File: config.mk
export PLATFORM = sky130hd
export DESIGN_NAME = dma_chain_engine
export DESIGN_NICKNAME = d
export VERILOG_FILES = /design/src/rtl/dma_chain_engine.sv
export SDC_FILE = /design/constraint.sdc
export NUM_CORES = 1
export LEC_CHECK = 0
export BUFFER_PORTS_ARGS = -buffer_cell sky130_fd_sc_hd__buf_2
export CORE_MARGIN = 2
export CORE_UTILIZATION = 40
export DETAILED_ROUTE_END_ITERATION = 10
export SYNTH_ARGS = -nofsm -noshare
export SYNTH_HDL_FRONTEND = slang
export SYNTH_SLANG_ARGS = --single-unit
export TNS_END_PERCENT = 30
File: constraint.sdc
create_clock -name clk -period 8.9 [get_ports clk]
set_clock_uncertainty 0.05 [all_clocks]
set_input_delay 0.89 -clock clk [delete_from_list [all_inputs] [get_ports clk]]
set_output_delay 0.89 -clock clk [all_outputs]
set_load 0.05 [all_outputs]
File: src/rtl/dma_chain_engine.sv
module dma_chain_engine #(
  parameter logic [31:0] END_PTR = 32'hFFFF_F800,
  parameter int WAIT_W = 8
) (
  input  logic        clk,
  input  logic        rst_n,
  input  logic        cfg_we,
  input  logic [3:0]  cfg_word,
  input  logic [31:0] cfg_wdata,
  output logic [31:0] cfg_rdata,
  output logic        dsc_req,
  output logic [31:0] dsc_addr,
  input  logic        dsc_ack,
  input  logic [31:0] dsc_data,
  output logic        rd_req,
  output logic [31:0] rd_addr,
  output logic [1:0]  rd_size,
  input  logic        rd_ack,
  input  logic [31:0] rd_data,
  output logic        wr_req,
  output logic [31:0] wr_addr,
  output logic [1:0]  wr_size,
  output logic [31:0] wr_data,
  input  logic        wr_ack,
  output logic        busy,
  output logic        pkg_end,
  output logic        queue_end
);

  typedef enum logic [2:0] {S_IDLE, S_FETCH, S_CHECK, S_RD, S_WR, S_GAP, S_PKG} st_t;

  st_t st;
  logic              en_q, pause_q, rd_live_q;
  logic [31:0]       start_q, cfg_q, src_q, dst_q, left_q, par_q, nxt_q, dptr_q, buf_q;
  logic [2:0]        widx_q;
  logic [4:0]        beat_q;
  logic [WAIT_W-1:0] gap_q;

  logic [1:0]  narrow, ucode, step_code;
  logic [2:0]  unit, step;
  logic [4:0]  burst;
  logic [31:0] step32;
  logic        big, s_fix, d_fix;

  assign narrow    = (cfg_q[10:9] < cfg_q[26:25]) ? cfg_q[10:9] : cfg_q[26:25];
  assign ucode     = (narrow == 2'd3) ? 2'd2 : narrow;
  assign unit      = 3'd1 << ucode;
  assign big       = left_q >= {29'd0, unit};
  assign step_code = big ? ucode : 2'd0;
  assign step      = big ? unit : 3'd1;
  assign step32    = {29'd0, step};
  assign s_fix     = cfg_q[5];
  assign d_fix     = cfg_q[21];
  assign burst     = (cfg_q[7:6] == 2'd0) ? 5'd1 : (5'd2 << cfg_q[7:6]);

  assign dsc_req   = (st == S_FETCH);
  assign dsc_addr  = dptr_q + {27'd0, widx_q, 2'b00};
  assign rd_req    = (st == S_RD) && (rd_live_q || !pause_q);
  assign rd_addr   = src_q;
  assign rd_size   = step_code;
  assign wr_req    = (st == S_WR);
  assign wr_addr   = dst_q;
  assign wr_size   = step_code;
  assign wr_data   = buf_q;
  assign busy      = (st != S_IDLE);
  assign pkg_end   = (st == S_PKG);
  assign queue_end = (st == S_PKG) && (nxt_q == END_PTR);

  always_comb begin
    case (cfg_word)
      4'd0:    cfg_rdata = {31'd0, en_q};
      4'd1:    cfg_rdata = {31'd0, pause_q};
      4'd2:    cfg_rdata = start_q;
      4'd3:    cfg_rdata = cfg_q;
      4'd4:    cfg_rdata = src_q;
      4'd5:    cfg_rdata = dst_q;
      4'd6:    cfg_rdata = left_q;
      4'd7:    cfg_rdata = par_q;
      default: cfg_rdata = 32'd0;
    endcase
  end

  always_ff @(posedge clk or negedge rst_n) begin
    if (!rst_n) begin
      st        <= S_IDLE;
      en_q      <= 1'b0;
      pause_q   <= 1'b0;
      rd_live_q <= 1'b0;
      start_q   <= '0;
      cfg_q     <= '0;
      src_q     <= '0;
      dst_q     <= '0;
      left_q    <= '0;
      par_q     <= '0;
      nxt_q     <= '0;
      dptr_q    <= '0;
      buf_q     <= '0;
      widx_q    <= '0;
      beat_q    <= '0;
      gap_q     <= '0;
    end else begin
      case (st)
        S_FETCH: if (dsc_ack) begin
          case (widx_q)
            3'd0:    cfg_q  <= dsc_data;
            3'd1:    src_q  <= dsc_data;
            3'd2:    dst_q  <= dsc_data;
            3'd3:    left_q <= dsc_data;
            3'd4:    par_q  <= dsc_data;
            default: nxt_q  <= dsc_data;
          endcase
          if (widx_q == 3'd5) st <= S_CHECK;
          else widx_q <= widx_q + 3'd1;
        end
        S_CHECK: begin
          beat_q <= '0;
          st     <= (left_q == 32'd0) ? S_PKG : S_RD;
        end
        S_RD: begin
          rd_live_q <= rd_req && !rd_ack;
          if (rd_req && rd_ack) begin
            buf_q <= rd_data;
            st    <= S_WR;
          end
        end
        S_WR: if (wr_ack) begin
          left_q <= left_q - step32;
          if (!s_fix) src_q <= src_q + step32;
          if (!d_fix) dst_q <= dst_q + step32;
          if (left_q == step32) st <= S_PKG;
          else if (beat_q + 5'd1 == burst) begin
            beat_q <= '0;
            if (par_q[WAIT_W-1:0] != '0) begin
              gap_q <= par_q[WAIT_W-1:0];
              st    <= S_GAP;
            end else st <= S_RD;
          end else begin
            beat_q <= beat_q + 5'd1;
            st     <= S_RD;
          end
        end
        S_GAP: begin
          gap_q <= gap_q - 1'b1;
          if (gap_q == {{(WAIT_W-1){1'b0}}, 1'b1}) st <= S_RD;
        end
        S_PKG: if (nxt_q == END_PTR) begin
          st   <= S_IDLE;
          en_q <= 1'b0;
        end else begin
          dptr_q <= nxt_q;
          widx_q <= '0;
          st     <= S_FETCH;
        end
        default: ;
      endcase

      if (cfg_we) begin
        case (cfg_word)
          4'd0: begin
            if (!cfg_wdata[0]) begin
              en_q      <= 1'b0;
              rd_live_q <= 1'b0;
              st        <= S_IDLE;
            end else if (st == S_IDLE) begin
              en_q   <= 1'b1;
              dptr_q <= start_q;
              widx_q <= '0;
              st     <= S_FETCH;
            end
          end
          4'd1:    pause_q <= cfg_wdata[0];
          4'd2:    start_q <= cfg_wdata;
          default: ;
        endcase
      end
    end
  end

endmodule


After elaboration in Yosys (flattened, before gate mapping):

Index checks and enable logic that the tools add are counted.

* register bits: 310
* input port bits: 106
* logic and storage cells: 158
* output and inout bits: 170

* bitwise gates (word level): 1
* magnitude comparators: 2
* equality and inequality tests: 33
* add/subtract/negate cells: 7
* reduce and logical (&&, ||, !) cells: 29
* shift-type cells: 2
* mux-type cells: 68

Operators with widths (number)
* $mux W32: 17
* $pmux W32 S8: 1
* $pmux W32 S2: 3
* $add A32 B3 Y32: 2
* $mux W3: 21
* $add A32 B5 Y32: 1
* $eq A32 B3 Y1: 1
* $eq A32 B32 Y1 const B: 1
* $ge A32 B3 Y1: 1
* $logic_not A32 Y1: 1
* $mux W8: 4
* $sub A32 B3 Y32: 1
* $mux W5: 4
* $pmux W3 S6: 1
* $eq A4 B3 Y1 const B: 4
* $pmux W8 S2: 1
* $eq A3 B3 Y1 const B: 5
* $reduce_and A5 Y1: 3
* $ne A2 B1 Y1 const B: 7
* $eq A3 B2 Y1 const B: 4
* $reduce_and A3 Y1: 4
* $mux W1: 11
* $pmux W5 S2: 1
* $eq A4 B2 Y1 const B: 2
* 27 further kinds: 41

Longest topological paths before layout:

* depth after elaboration: 15
* mapped depth: 19
* depth with buffers taken out: 19

Worst setup path before layout:

OpenSTA, ideal clock, no wires.

* path kind: register to register
* from: register left_q[13]
* to: register dst_q[28], in the netlist wr_addr[28]
* data required time: 8.771 ns
* clock period less this slack: 4.817 ns
* buffers on the path: 2
* setup time: 0.079 ns
* stages on the path, launching flop included: 17
* slack: 4.083 ns
* data arrival time: 4.689 ns
* cell sequence: dfrtp_1 -> buf_6 -> or4_4 -> or4_4 -> buf_6 -> or3_1 -> a211o_1 -> o21ai_0 -> ha_1 -> inv_1 -> fa_1 -> nand2b_1 -> a2111o_1 -> nor4_1 -> nand3_1 -> o31ai_1 -> o2bb2ai_1

* longest elaborated chain between the ends: 6

Ends and longest elaborated chain
* start, declared: line 34 `logic [31:0] start_q, cfg_q, src_q, dst_q, left_q, par_q, nxt_q, dptr_q, buf_q;`
* start signal, assigned: line 108 `3'd3: left_q <= dsc_data;`
* start signal, assigned: line 127 `left_q <= left_q - step32;`
* $ge A32 B3 Y1: line 48 `assign big = left_q >= {29'd0, unit};`
* $mux W3: line 50 `assign step = big ? unit : 3'd1;`
* $add A32 B3 Y32: line 129 `if (!d_fix) dst_q <= dst_q + step32;`
* $mux W32: line 129
* $mux W32: line 126 `S_WR: if (wr_ack) begin`
* $pmux W32 S2: line 102 `case (st)`
* end signal, assigned: line 107 `3'd2: dst_q <= dsc_data;`
* end signal, assigned: line 129
* end, declared: line 34

Every way passes these cells. The select of a mux whose other input is x is not followed.
A chain may end at the register's enable or synchronous reset.

Final worst setup path:

* from: register left_q[14]
* to: register dst_q[28], in the netlist wr_addr[28]

Same word-level chain as after synthesis.

==> results.yml <==
worst_setup_path:
  startpoint: "left_q[14]$_DFFE_PN0P_"
  r2r.worst_path.cells: 14
  max_stage_delay_ns: 0.76
  cp_slowest_cell: "nor4_1"
  cp-endpoint: "wr_addr[28]$_DFFE_PN0P_"
  crit_fanout: 9
  crit_buf_inv: 1
  cp-start-kind: "register"
  r2r-end: "wr_addr[28]$_DFFE_PN0P_"
  cp.required_ns: 9.34
  crit_type: "register to register"
  ff2ff_setup_slack_ns: 3.44
  cp.arrival_ns: 5.90
  crit_cells: 14
  crit_family: "simple AND/OR/NAND/NOR gates"
  crit_chain: "or4_4 -> or4_4 -> or3_1 -> a211o_1 -> o21ai_0 -> ha_1 -> inv_1 -> fa_1 -> nand2b_1 -> a2111o_1 -> nor4_1 -> nand3_1 -> o31ai_1 -> o2bb2ai_1"
  worstReg2RegStart: "left_q[14]$_DFFE_PN0P_"
  end_kind: "register"
  timing.critical_path.mode_cell: "or4_4"
floorplanning:
  core_region_area_mm2: 0.0417
  ios: 276
  dieHeight_um: 209
  dieArea_mm2: 0.0437
  start_util_pct: 40.3
  rows: 75
  die-width_um: 209
timing:
  setup_tns_ns: 0
  hold_viol_final: 0
  setup_violations: 0
  fmax_mhz: 183
  tightestPinTransition_ns: 1.19
  rsz0062_at_grt: "false"
  finalCritPeriodShare_pct: 61.4
  max_slew_margin_pct: 19.7
  fin_crit_ns: 5.46
  final_max_slew_viol_count: 0
  fin_ws_ns: 3.44
clocking:
  path_clk_slew_ns: 0.06
  cts_buffers: 38
  htreeDepth: 2
  cts_setup_buffers: 0
  clk_path_buf_depth: 3
  clk_latency_ns: 0.57
  cts.sinks: 310
  root_buffer: "clkbuf_16"
  ctsHoldBuffers: 0
  cts_resized: 0
  tritoncts: "done"
worst_hold_path:
  hp-class: "primary input to async pin"
grt:
  grt_pass1_vias: 14500
  grt-ovfl-total: 0
  grt_max_degree: 110
  antenna_found_initial: 0
  gr-usage-all-layers_pct: 27.6
  grt_pass1_wl_mm: 92.0
place:
  io_buffers: 275
  dp_cells: 2412
  hpwl_mm: 44.1
  dpl_cell_area_mm2: 0.0187
  gp_congestion: 0.951
  pre_cts_ws_ns: 3.53
finish:
  layout.nets: 2048
  antenna_cells: 0
  multi_input_area_mm2: 0.00851
  final_cell_mix: "dfrtp_1 (310), buf_2 (274), mux2_2 (161), nor2_1 (116)"
  fillers: 3992
  fin_cells: 2479
  area_growth_pct: 18.6
  fin_area_mm2: 0.0199
  drive_gt1_share_pct: 28.5
  layout_commonest_cell: "dfrtp_1"
  regArea_mm2: 0.00776
route:
  route.detailed.drc: 0
  routed_wl_mm: 60.7
  drt-wirelength-per-cell_um: 24.5
  vias_per_cell: 6.12
  vias: 15200
  antenna_left: 0
  first_pass_iters: 6
  drt_iter0_drc: 1584
logic_synthesis:
  yosysWarningCount: 0
  synth_nets: 1814
  synth_ff_type: "dfrtp_1"
  synthDistinctLibCells: 67
  syn_inst: 1679
  syn_area_per_cell_um2: 10.0
  synth_area_mm2: 0.0168
  synth-edff-count: 0
  synth_seq_cells: 310
  ys_seq_area_share_pct: 46.2
  async_reset_ff_share_pct: 100
flow_run:
  maxCapViolCount: 0
power_and_ir_drop:
  power.leakage_uw: 0.00851
  vdd_ir_drop_max_mv: 0.279
  power_per_cell_area_mw_per_mm2: 431
run_status:
  outcome: "finished clean"
[cell families after synthesis]
kind of cell / after synthesis / synth area share (%)
AND/OR/NAND/NOR: 472 / 13.8
XOR/XNOR: 35 / 1.91
buffers and inverters: 146 / 3.48
AO/OA/AOI/OAI: 494 / 19.6
flip-flops: 310 / 46.2
adder cells (fa/ha/maj): 29 / 2.34
multiplexers: 193 / 12.7
[state kept, by name, indices dropped and copies added (netlist names)]
name	count
left_q	32
st	3
par_q	32
dptr_q	32
rd_live_q	1
en_q	1
wr_addr	32
gap_q	8
pause_q	1
nxt_q	32
beat_q	5
cfg_q	32
wr_data	32
widx_q	3
rd_addr	32
start_q	32
[layer usage]
layer	GRT usage (%)	vias to the layer above	wire, um
met5	0	-	0
met4	11.7	0	2560
met3	6.06	126	5010
met2	42.5	746	27600
met1	37.6	7547	25600
li1	-	6744	-
[power breakdown]
part	internal, uW	switching (uW)
Sequential	2060	800
Clock	934	637
Combinational	1320	2840
[cell type report]
class,count,area share (%)
inverter,38,0.728
sequential,310,38.9
clock buffer,51,5.37
multi-input combinational,1223,42.7
tap,539,3.38
clock inverter,16,0.916
timing repair buffer,302,7.97
[worst min path at each step]
| stage | startpoint | end | slack, ns | depth (start not counted) |
|---|---|---|---|---|
| finish | rst_n | start_q[6]$_DFFE_PN0P_ | 0.37 | 1 |
| global route | rst_n | start_q[4]$_DFFE_PN0P_ | 0.41 | 1 |
| CTS | rst_n | start_q[6]$_DFFE_PN0P_ | 0.38 | 1 |
| detailed placement | wr_data[7]$_DFFE_PN0P_ | wr_data[7]$_DFFE_PN0P_ | 0.44 | 1 |
| global placement | wr_data[27]$_DFFE_PN0P_ | wr_data[27]$_DFFE_PN0P_ | 0.43 | 1 |
| floorplan | start_q[0]$_DFFE_PN0P_ | dptr_q[0]$_DFF_PN0_ | 0.42 | 2 |
[synthesized netlist by cell type (3+ instances only)]
library cell	instances	share of area [%]
a2bb2oi_1	8	0.42
o21ai_0	97	2.9
xnor2_1	24	1.3
o22a_1	49	2.6
buf_1	13	0.29
fa_1	4	0.48
and2_1	7	0.26
a21o_1	9	0.40
buf_6	3	0.20
buf_4	4	0.18
dfrtp_1	310	46
nor2b_1	14	0.52
o22ai_1	8	0.30
a31oi_1	35	1.3
a31o_2	4	0.21
o221a_2	3	0.20
nand3b_1	3	0.13
nand3_1	71	2.1
nand2b_1	13	0.48
o21a_1	14	0.63
or4_4	3	0.20
a41oi_1	15	0.78
mux2_2	161	11
or3_1	6	0.22
nor3_1	33	0.98
nor4_1	20	0.74
a22o_1	7	0.36
a21oi_1	111	3.3
and4_1	10	0.52
nand4_1	29	1.1
or2_2	5	0.19
nand2_1	111	2.5
clkbuf_1	88	2.0
and3_1	16	0.60
a22oi_1	99	4.4
inv_1	36	0.80
ha_1	25	1.9
nor2_1	118	2.6
o31ai_1	7	0.31
xor2_1	10	0.52
a41o_1	5	0.30
mux2i_1	32	1.9
nor3b_1	5	0.22
[stage by stage]
stage          power (uW)  hold slack, ns  utilization [%]
2_1_floorplan        5760           0.416                -
3_3_place_gp         6940           0.433             44.8
3_5_place_dp         7010           0.439             44.8
4_1_cts              8600           0.382             47.8
5_1_grt              9050           0.412             47.8
6_report             8590           0.366             47.8
Power figures use the tool's default switching activity.
